[config.mk]
export PLATFORM = sky130hd
export DESIGN_NAME = irq_level_resolver
export DESIGN_NICKNAME = d
export VERILOG_FILES = /design/src/rtl/irq_res_pkg.sv /design/src/rtl/irq_evt_decode.sv /design/src/rtl/irq_pend_regs.sv /design/src/rtl/irq_level_scan.sv /design/src/rtl/irq_level_resolver.sv
export SDC_FILE = /design/constraint.sdc
export NUM_CORES = 1
export LEC_CHECK = 0
export ABC_AREA = 1
export BUFFER_PORTS_ARGS = -buffer_cell sky130_fd_sc_hd__buf_2
export CAP_MARGIN = 10
export CORE_MARGIN = 3
export CORE_UTILIZATION = 42
export CTS_CLUSTER_SIZE = 24
export DETAILED_ROUTE_END_ITERATION = 8
export HOLD_SLACK_MARGIN = 0.08
export PLACE_DENSITY = 0.66
export SYNTH_ARGS = -nofsm -noshare
export SYNTH_HDL_FRONTEND = slang
export SYNTH_HIERARCHICAL = 1
export SYNTH_SLANG_ARGS = --single-unit
[constraint.sdc]
create_clock -name clk -period 2.1 [get_ports clk]
set_input_delay 0 -clock clk [delete_from_list [all_inputs] [get_ports clk]]
set_output_delay 0 -clock clk [all_outputs]
set_load 0.01 [all_outputs]
[src/rtl/irq_res_pkg.sv]
package irq_res_pkg;

  localparam int IDX_BITS = 8;
  localparam int MAX_LEVELS = 15;

  typedef struct packed {
    logic                valid;
    logic                active;
    logic [IDX_BITS-1:0] idx;
  } line_upd_t;

  // Index of the highest set bit, 0 when none is set.
  function automatic logic [3:0] top_index(input logic [MAX_LEVELS:0] v);
    logic [3:0] r;
    r = '0;
    for (int i = 0; i <= MAX_LEVELS; i++) begin
      if (v[i]) r = 4'(i);
    end
    return r;
  endfunction

  // Next request register from current state, clear request and event.
  function automatic logic [255:0] next_requests(
    input logic [255:0] cur,
    input logic [255:0] edge_bits,
    input logic         clr_en,
    input logic [255:0] clr_bits,
    input line_upd_t    upd
  );
    logic [255:0] n;
    n = cur;
    if (clr_en) n = n & ~(clr_bits & edge_bits);
    if (upd.valid) begin
      if (upd.active) n[upd.idx] = 1'b1;
      else if (!edge_bits[upd.idx]) n[upd.idx] = 1'b0;
    end
    return n;
  endfunction

endpackage

[src/rtl/irq_evt_decode.sv]
module irq_evt_decode
  import irq_res_pkg::*;
#(
  parameter int NUM_LINES = 32,
  parameter int EVT_W     = 6,
  parameter int EXT_COUNT = 8,
  parameter int LINE_W    = 5,
  parameter logic [EXT_COUNT*LINE_W-1:0] EXT_MAP = '0
) (
  input  logic             evt_valid,
  input  logic             evt_is_ext,
  input  logic [EVT_W-1:0] evt_num,
  input  logic             evt_active,
  output line_upd_t        upd,
  output logic             evt_drop
);

  logic [LINE_W-1:0] ext_line;
  logic              ext_known;
  logic              line_ok;
  logic [LINE_W-1:0] chosen;

  always_comb begin
    ext_line  = '0;
    ext_known = 1'b0;
    for (int k = 0; k < EXT_COUNT; k++) begin
      if (int'(evt_num) == k) begin
        ext_line  = EXT_MAP[k*LINE_W +: LINE_W];
        ext_known = 1'b1;
      end
    end
  end

  always_comb begin
    if (evt_is_ext) begin
      chosen  = ext_line;
      line_ok = ext_known && (int'(ext_line) < NUM_LINES);
    end else begin
      chosen  = evt_num[LINE_W-1:0];
      line_ok = int'(evt_num) < NUM_LINES;
    end
    upd.valid  = evt_valid && line_ok;
    upd.active = evt_active;
    upd.idx    = IDX_BITS'(chosen);
    evt_drop   = evt_valid && !line_ok;
  end

endmodule

[src/rtl/irq_pend_regs.sv]
module irq_pend_regs
  import irq_res_pkg::*;
#(
  parameter int NUM_LINES = 32,
  parameter int LINE_W    = 5,
  parameter logic [NUM_LINES-1:0] EDGE_MASK = '0
) (
  input  logic                 clk,
  input  logic                 rst_n,
  input  line_upd_t            upd,
  input  logic                 clr_we,
  input  logic [NUM_LINES-1:0] clr_mask,
  input  logic                 en_we,
  input  logic [NUM_LINES-1:0] en_wdata,
  output logic [NUM_LINES-1:0] set_q,
  output logic [NUM_LINES-1:0] en_q,
  output logic [NUM_LINES-1:0] eff_pend
);

  logic [255:0]         nxt_wide;
  logic [NUM_LINES-1:0] set_d;
  logic [LINE_W-1:0]    upd_line;
  logic                 edge_release;
  logic                 held_bit;

  assign upd_line = upd.idx[LINE_W-1:0];

  always_comb begin
    nxt_wide = next_requests(256'(set_q), 256'(EDGE_MASK), clr_we,
                             256'(clr_mask), upd);
    set_d    = nxt_wide[NUM_LINES-1:0];
  end

  always_ff @(posedge clk) begin
    if (!rst_n) begin
      set_q <= '0;
      en_q  <= '0;
    end else begin
      set_q <= set_d;
      if (en_we) en_q <= en_wdata;
    end
  end

  assign eff_pend = set_q & en_q;

  // Named events for the checks below.
  assign edge_release = upd.valid && !upd.active && EDGE_MASK[upd_line]
                        && !(clr_we && clr_mask[upd_line]);
  assign held_bit     = set_q[upd_line];

  p_set_on_assert_r1: assert property (@(posedge clk) disable iff (!rst_n)
    (upd.valid && upd.active) |=> set_q[$past(upd_line)])
    else $error("R1: asserted line not latched");

  p_edge_hold_r2: assert property (@(posedge clk) disable iff (!rst_n)
    edge_release |=> (set_q[$past(upd_line)] == $past(held_bit)))
    else $error("R2: edge-sensitive bit changed on release");

  p_level_release_r2: assert property (@(posedge clk) disable iff (!rst_n)
    (upd.valid && !upd.active && !EDGE_MASK[upd_line]) |=> !set_q[$past(upd_line)])
    else $error("R2: level-sensitive bit not cleared");

  p_enable_load_r5: assert property (@(posedge clk) disable iff (!rst_n)
    en_we |=> (en_q == $past(en_wdata)))
    else $error("R5: enable write lost");

  p_clear_level_untouched_r8: assert property (@(posedge clk) disable iff (!rst_n)
    (clr_we && !upd.valid) |=> ((set_q & ~EDGE_MASK) == $past(set_q & ~EDGE_MASK)))
    else $error("R8: clear port touched a level-sensitive bit");

endmodule

[src/rtl/irq_level_scan.sv]
module irq_level_scan
  import irq_res_pkg::*;
#(
  parameter int NUM_LINES  = 32,
  parameter int NUM_LEVELS = 7,
  parameter int LVL_W      = 3,
  parameter logic [NUM_LEVELS*NUM_LINES-1:0] LEVEL_MASKS = '0
) (
  input  logic [NUM_LINES-1:0] eff_pend,
  input  logic [LVL_W-1:0]     cur_level,
  output logic [NUM_LEVELS:0]  level_hit,
  output logic [NUM_LEVELS:0]  level_qual,
  output logic [LVL_W-1:0]     pend_level,
  output logic                 irq_req
);

  assign level_hit[0]  = 1'b0;
  assign level_qual[0] = 1'b0;

  for (genvar L = 1; L <= NUM_LEVELS; L++) begin : g_level
    localparam logic [NUM_LINES-1:0] MASK_L = LEVEL_MASKS[(L-1)*NUM_LINES +: NUM_LINES];
    assign level_hit[L]  = |(MASK_L & eff_pend);
    assign level_qual[L] = level_hit[L] && (int'(cur_level) < L);
  end

  logic [3:0] top_lvl;

  always_comb begin
    top_lvl    = top_index((MAX_LEVELS+1)'(level_qual));
    pend_level = LVL_W'(top_lvl);
    irq_req    = |level_qual;
  end

endmodule

[src/rtl/irq_level_resolver.sv]
module irq_level_resolver
  import irq_res_pkg::*;
#(
  parameter int NUM_LINES  = 32,
  parameter int NUM_LEVELS = 7,
  parameter int EVT_W      = 6,
  parameter int EXT_COUNT  = 8,
  parameter logic [NUM_LEVELS*NUM_LINES-1:0] LEVEL_MASKS = {
    32'hF000_0000, 32'h0F00_0000, 32'h00F0_0000, 32'h000F_0000,
    32'h0000_F000, 32'h0000_0F00, 32'h0000_00FF},
  parameter logic [NUM_LINES-1:0] EDGE_MASK = 32'hAAAA_AAAA,
  parameter logic [EXT_COUNT*5-1:0] EXT_MAP = {
    5'd31, 5'd26, 5'd21, 5'd16, 5'd11, 5'd6, 5'd3, 5'd1},
  localparam int LINE_W = (NUM_LINES > 1) ? $clog2(NUM_LINES) : 1,
  localparam int LVL_W  = $clog2(NUM_LEVELS + 1)
) (
  input  logic                 clk,
  input  logic                 rst_n,
  input  logic                 evt_valid,
  input  logic                 evt_is_ext,
  input  logic [EVT_W-1:0]     evt_num,
  input  logic                 evt_active,
  input  logic                 clr_we,
  input  logic [NUM_LINES-1:0] clr_mask,
  input  logic                 en_we,
  input  logic [NUM_LINES-1:0] en_wdata,
  input  logic [LVL_W-1:0]     cur_level,
  output logic [LVL_W-1:0]     pend_level,
  output logic                 irq_req
);

  line_upd_t            upd;
  logic                 evt_drop;
  logic [NUM_LINES-1:0] set_q;
  logic [NUM_LINES-1:0] en_q;
  logic [NUM_LINES-1:0] eff_pend;
  logic [NUM_LEVELS:0]  level_hit;
  logic [NUM_LEVELS:0]  level_qual;

  irq_evt_decode #(
    .NUM_LINES (NUM_LINES),
    .EVT_W     (EVT_W),
    .EXT_COUNT (EXT_COUNT),
    .LINE_W    (LINE_W),
    .EXT_MAP   (EXT_MAP[EXT_COUNT*LINE_W-1:0])
  ) u_decode (
    .evt_valid  (evt_valid),
    .evt_is_ext (evt_is_ext),
    .evt_num    (evt_num),
    .evt_active (evt_active),
    .upd        (upd),
    .evt_drop   (evt_drop)
  );

  irq_pend_regs #(
    .NUM_LINES (NUM_LINES),
    .LINE_W    (LINE_W),
    .EDGE_MASK (EDGE_MASK)
  ) u_regs (
    .clk      (clk),
    .rst_n    (rst_n),
    .upd      (upd),
    .clr_we   (clr_we),
    .clr_mask (clr_mask),
    .en_we    (en_we),
    .en_wdata (en_wdata),
    .set_q    (set_q),
    .en_q     (en_q),
    .eff_pend (eff_pend)
  );

  irq_level_scan #(
    .NUM_LINES   (NUM_LINES),
    .NUM_LEVELS  (NUM_LEVELS),
    .LVL_W       (LVL_W),
    .LEVEL_MASKS (LEVEL_MASKS)
  ) u_scan (
    .eff_pend   (eff_pend),
    .cur_level  (cur_level),
    .level_hit  (level_hit),
    .level_qual (level_qual),
    .pend_level (pend_level),
    .irq_req    (irq_req)
  );

  p_drop_no_effect_r3: assert property (@(posedge clk) disable iff (!rst_n)
    (evt_drop && !clr_we) |=> $stable(set_q))
    else $error("R3: dropped event changed the request register");

  p_above_current_r6: assert property (@(posedge clk) disable iff (!rst_n)
    irq_req |-> (pend_level > cur_level))
    else $error("R6: pending level not above current level");

  p_pending_has_line_r6: assert property (@(posedge clk) disable iff (!rst_n)
    irq_req |-> level_hit[pend_level])
    else $error("R6: pending level has no enabled line");

  p_idle_when_empty_r7: assert property (@(posedge clk) disable iff (!rst_n)
    (eff_pend == '0) |-> (!irq_req && pend_level == '0))
    else $error("R7: request without pending lines");

  p_reset_clear_r9: assert property (@(posedge clk)
    !rst_n |=> (set_q == '0 && en_q == '0))
    else $error("R9: reset left state behind");

endmodule

==> run_results.csv <==
group,metric,value,unit
pwr,power_frac_comb,12.4,%
detailed_routing,wl,8920,um
sta,skew,0,ns
detailed_routing,dr.first_iter.drc_count,176,
placement,gp_congestion,0.906,
clock_tree,clock_path_buffers,2,
sta,setup_violations,0,
floorplanning,core,7490,um^2
sta,slew_headroom,61.9,%
global_route,grt-ovfl-total,0,
floorplanning,num_rows,31,
yosys,avgSynthCellArea,6.14,um^2
clock_tree,h-tree-depth,3,
run,maxCapViolCount,0,
placement,place_worst_setup_slack,0.272,ns
sta,drv_slew,0,
clock_tree,clk_pin_slew_worst_paths,0.07,ns
clock_tree,ctsHoldBuffers,49,
clock_tree,cts-resized-gates,0,
placement,dp_hpwl,6100,um
pwr,power,2830,uW
floorplanning,die_w,95.3,um
critical_path,start_kind,"flop",
detailed_routing,drc,0,
pwr,p_sw,680,uW
global_route,antenna_found_initial,0,
clock_tree,root_buffer,"clkbuf_8",
clock_tree,postCtsSetupBuffers,0,
finish,drive_gt1_share,16.5,%
pwr,pwr-share-clk,42.4,%
sta,timing.fmax,626,MHz
critical_path,crit_fanout,2,
pwr,swShare,24.1,%
critical_path,reg2reg_to,"u_regs/en_q[24]$_SDFFE_PN0P_",
detailed_routing,drtPass1Iterations,6,
clock_tree,cts_tree,"built",
detailed_routing,dr_total_vias,3518,
critical_path,reg2reg_from,"u_regs/en_q[24]$_SDFFE_PN0P_",
finish,num_antenna_cells,0,
placement,dpl_cell_area,3700,um^2
clock_tree,worstSkewPairLatency,0.34,ns
global_route,grt_use_total,21.0,%
critical_path,worst-endpoint-arrival,1.60,ns
pwr,seq_power_share,45.2,%
placement,portBuffers,67,
sta,rsz0062_at_grt,"no",
critical_path,regToRegSetupSlack,1.40,ns
yosys,syn_area,3350,um^2
finish,syn2layout_area_growth,32.0,%
critical_path,startpoint,"u_regs/en_q[0]$_SDFFE_PN0P_",
sta,min_period,1.60,ns
clock_tree,cts_sinks,64,
critical_path,critPathCapture,"pend_level[0]",
sta,fin_tns_setup,0,ns
floorplanning,io_pins,84,
yosys,postSynthCellCount,545,
finish,final_nets,734,
floorplanning,die-area,9070,um^2
sta,fin_crit_sh,76.1,%
pwr,p_leak,0.00222,uW
critical_path,r2r_cells,2,
clock_tree,cts_made_buffers,9,
sta,hold_viol_final,0,
critical_path,cp.required,2.10,ns
detailed_routing,wire_per_inst,11.8,um
outcome,status,"finished, final reports clean",
pwr,irDropWorstVdd,0.333,mV
detailed_routing,ant_nets,0,
critical_path,crit_type,"reg2out",
global_route,grt_pass1_wl,15100,um
global_route,grt_max_degree,49,
sta,setup_slack,0.502,ns
global_route,grt_pass1_vias,3397,
hold_path,holdCritPathClass,"in2reg",
pwr,p_int,2150,uW
finish,fillers,735,
detailed_routing,vias_per_cell,4.64,
floorplanning,initial_utilization,44.7,%
pwr,power.density,640,nW/um^2
yosys,yosysWarnings,6,
sta,tightestPinTransition,0.572,ns
finish,fin_area,4420,um^2
critical_path,end_kind,"primary output",
floorplanning,die_h,95.3,um
[worst max-delay path, cell delays in order, from the launching register on]
cell and delay, ns:
dfxtp_1 0.32, nand2_1 0.06, inv_1 0.03, inv_1 0.05
nand2_1 0.05, nor2_1 0.29, nand2_1 0.09, nand3_1 0.08
nand2_1 0.06, nand2_1 0.05, a21oi_1 0.05, buf_2 0.13
[stage by stage]
step	cells	hold slack, ns	utilization (%)
2_1_floorplan	547	0.135	-
3_3_place_gp	693	0.221	49.4
3_5_place_dp	693	0.226	49.4
4_1_cts	758	0.0881	59.0
5_1_grt	758	0.152	59.0
6_report	758	0.0967	59.0
[cell type report]
| class | instances | area (um^2) | share of cell area (%) |
|---|---|---|---|
| well taps | 99 | 124 | 2.80 |
| repair buffers | 119 | 848 | 19.2 |
| flip-flops and latches | 64 | 1280 | 29.0 |
| clock inverters | 5 | 78.8 | 1.78 |
| multi-input cells | 393 | 1680 | 38.1 |
| inverters | 67 | 251 | 5.69 |
| clock buffers | 11 | 151 | 3.43 |
[state kept, by name (all words and copies together) (netlist names)]
signal	flops
u_regs/en_q	32
u_regs/set_q	32
[layer usage]
metal  up-vias  share of wire, %  track usage, %
met5         -                 0               0
met4         0               1.3            6.25
met3        13               4.7            4.18
met2        82                47            36.7
met1      1548                47            26.1
li1       1875                 -               -
[how the worst min path moves through the flow]
stage	from	endpoint	slack [ns]	depth (start not counted)
floorplan	en_wdata[6]	u_regs/en_q[6]$_SDFFE_PN0P_	0.13	2
detailed placement	en_wdata[8]	u_regs/en_q[8]$_SDFFE_PN0P_	0.23	3
CTS	en_we	u_regs/en_q[7]$_SDFFE_PN0P_	0.09	4
finish	en_we	u_regs/en_q[30]$_SDFFE_PN0P_	0.1	4
global route	en_we	u_regs/en_q[2]$_SDFFE_PN0P_	0.15	4
global placement	en_wdata[5]	u_regs/en_q[5]$_SDFFE_PN0P_	0.22	3
[power by group through the flow]
stage | clock [uW] | sequential, uW | combinational (uW)
final | 1200 | 1280 | 351
after global routing | 1270 | 1280 | 398
after CTS | 1230 | 1280 | 347
after detailed placement | 0 | 1310 | 275
after global placement | 0 | 1310 | 271
after floorplan | 0 | 1300 | 182
[layout by cell type (no fill, tap or decap), types with 6 or more instances in the layout]
cell and instances:
nor2_1 151, inv_1 64, nand3_1 21, o21ai_0 46, clkbuf_8 11, a21oi_1 20
dfxtp_1 64, buf_2 67, dlygate4sd3_1 49, nand2_1 126, nand2_2 6
(Power assumes the default switching activity.)
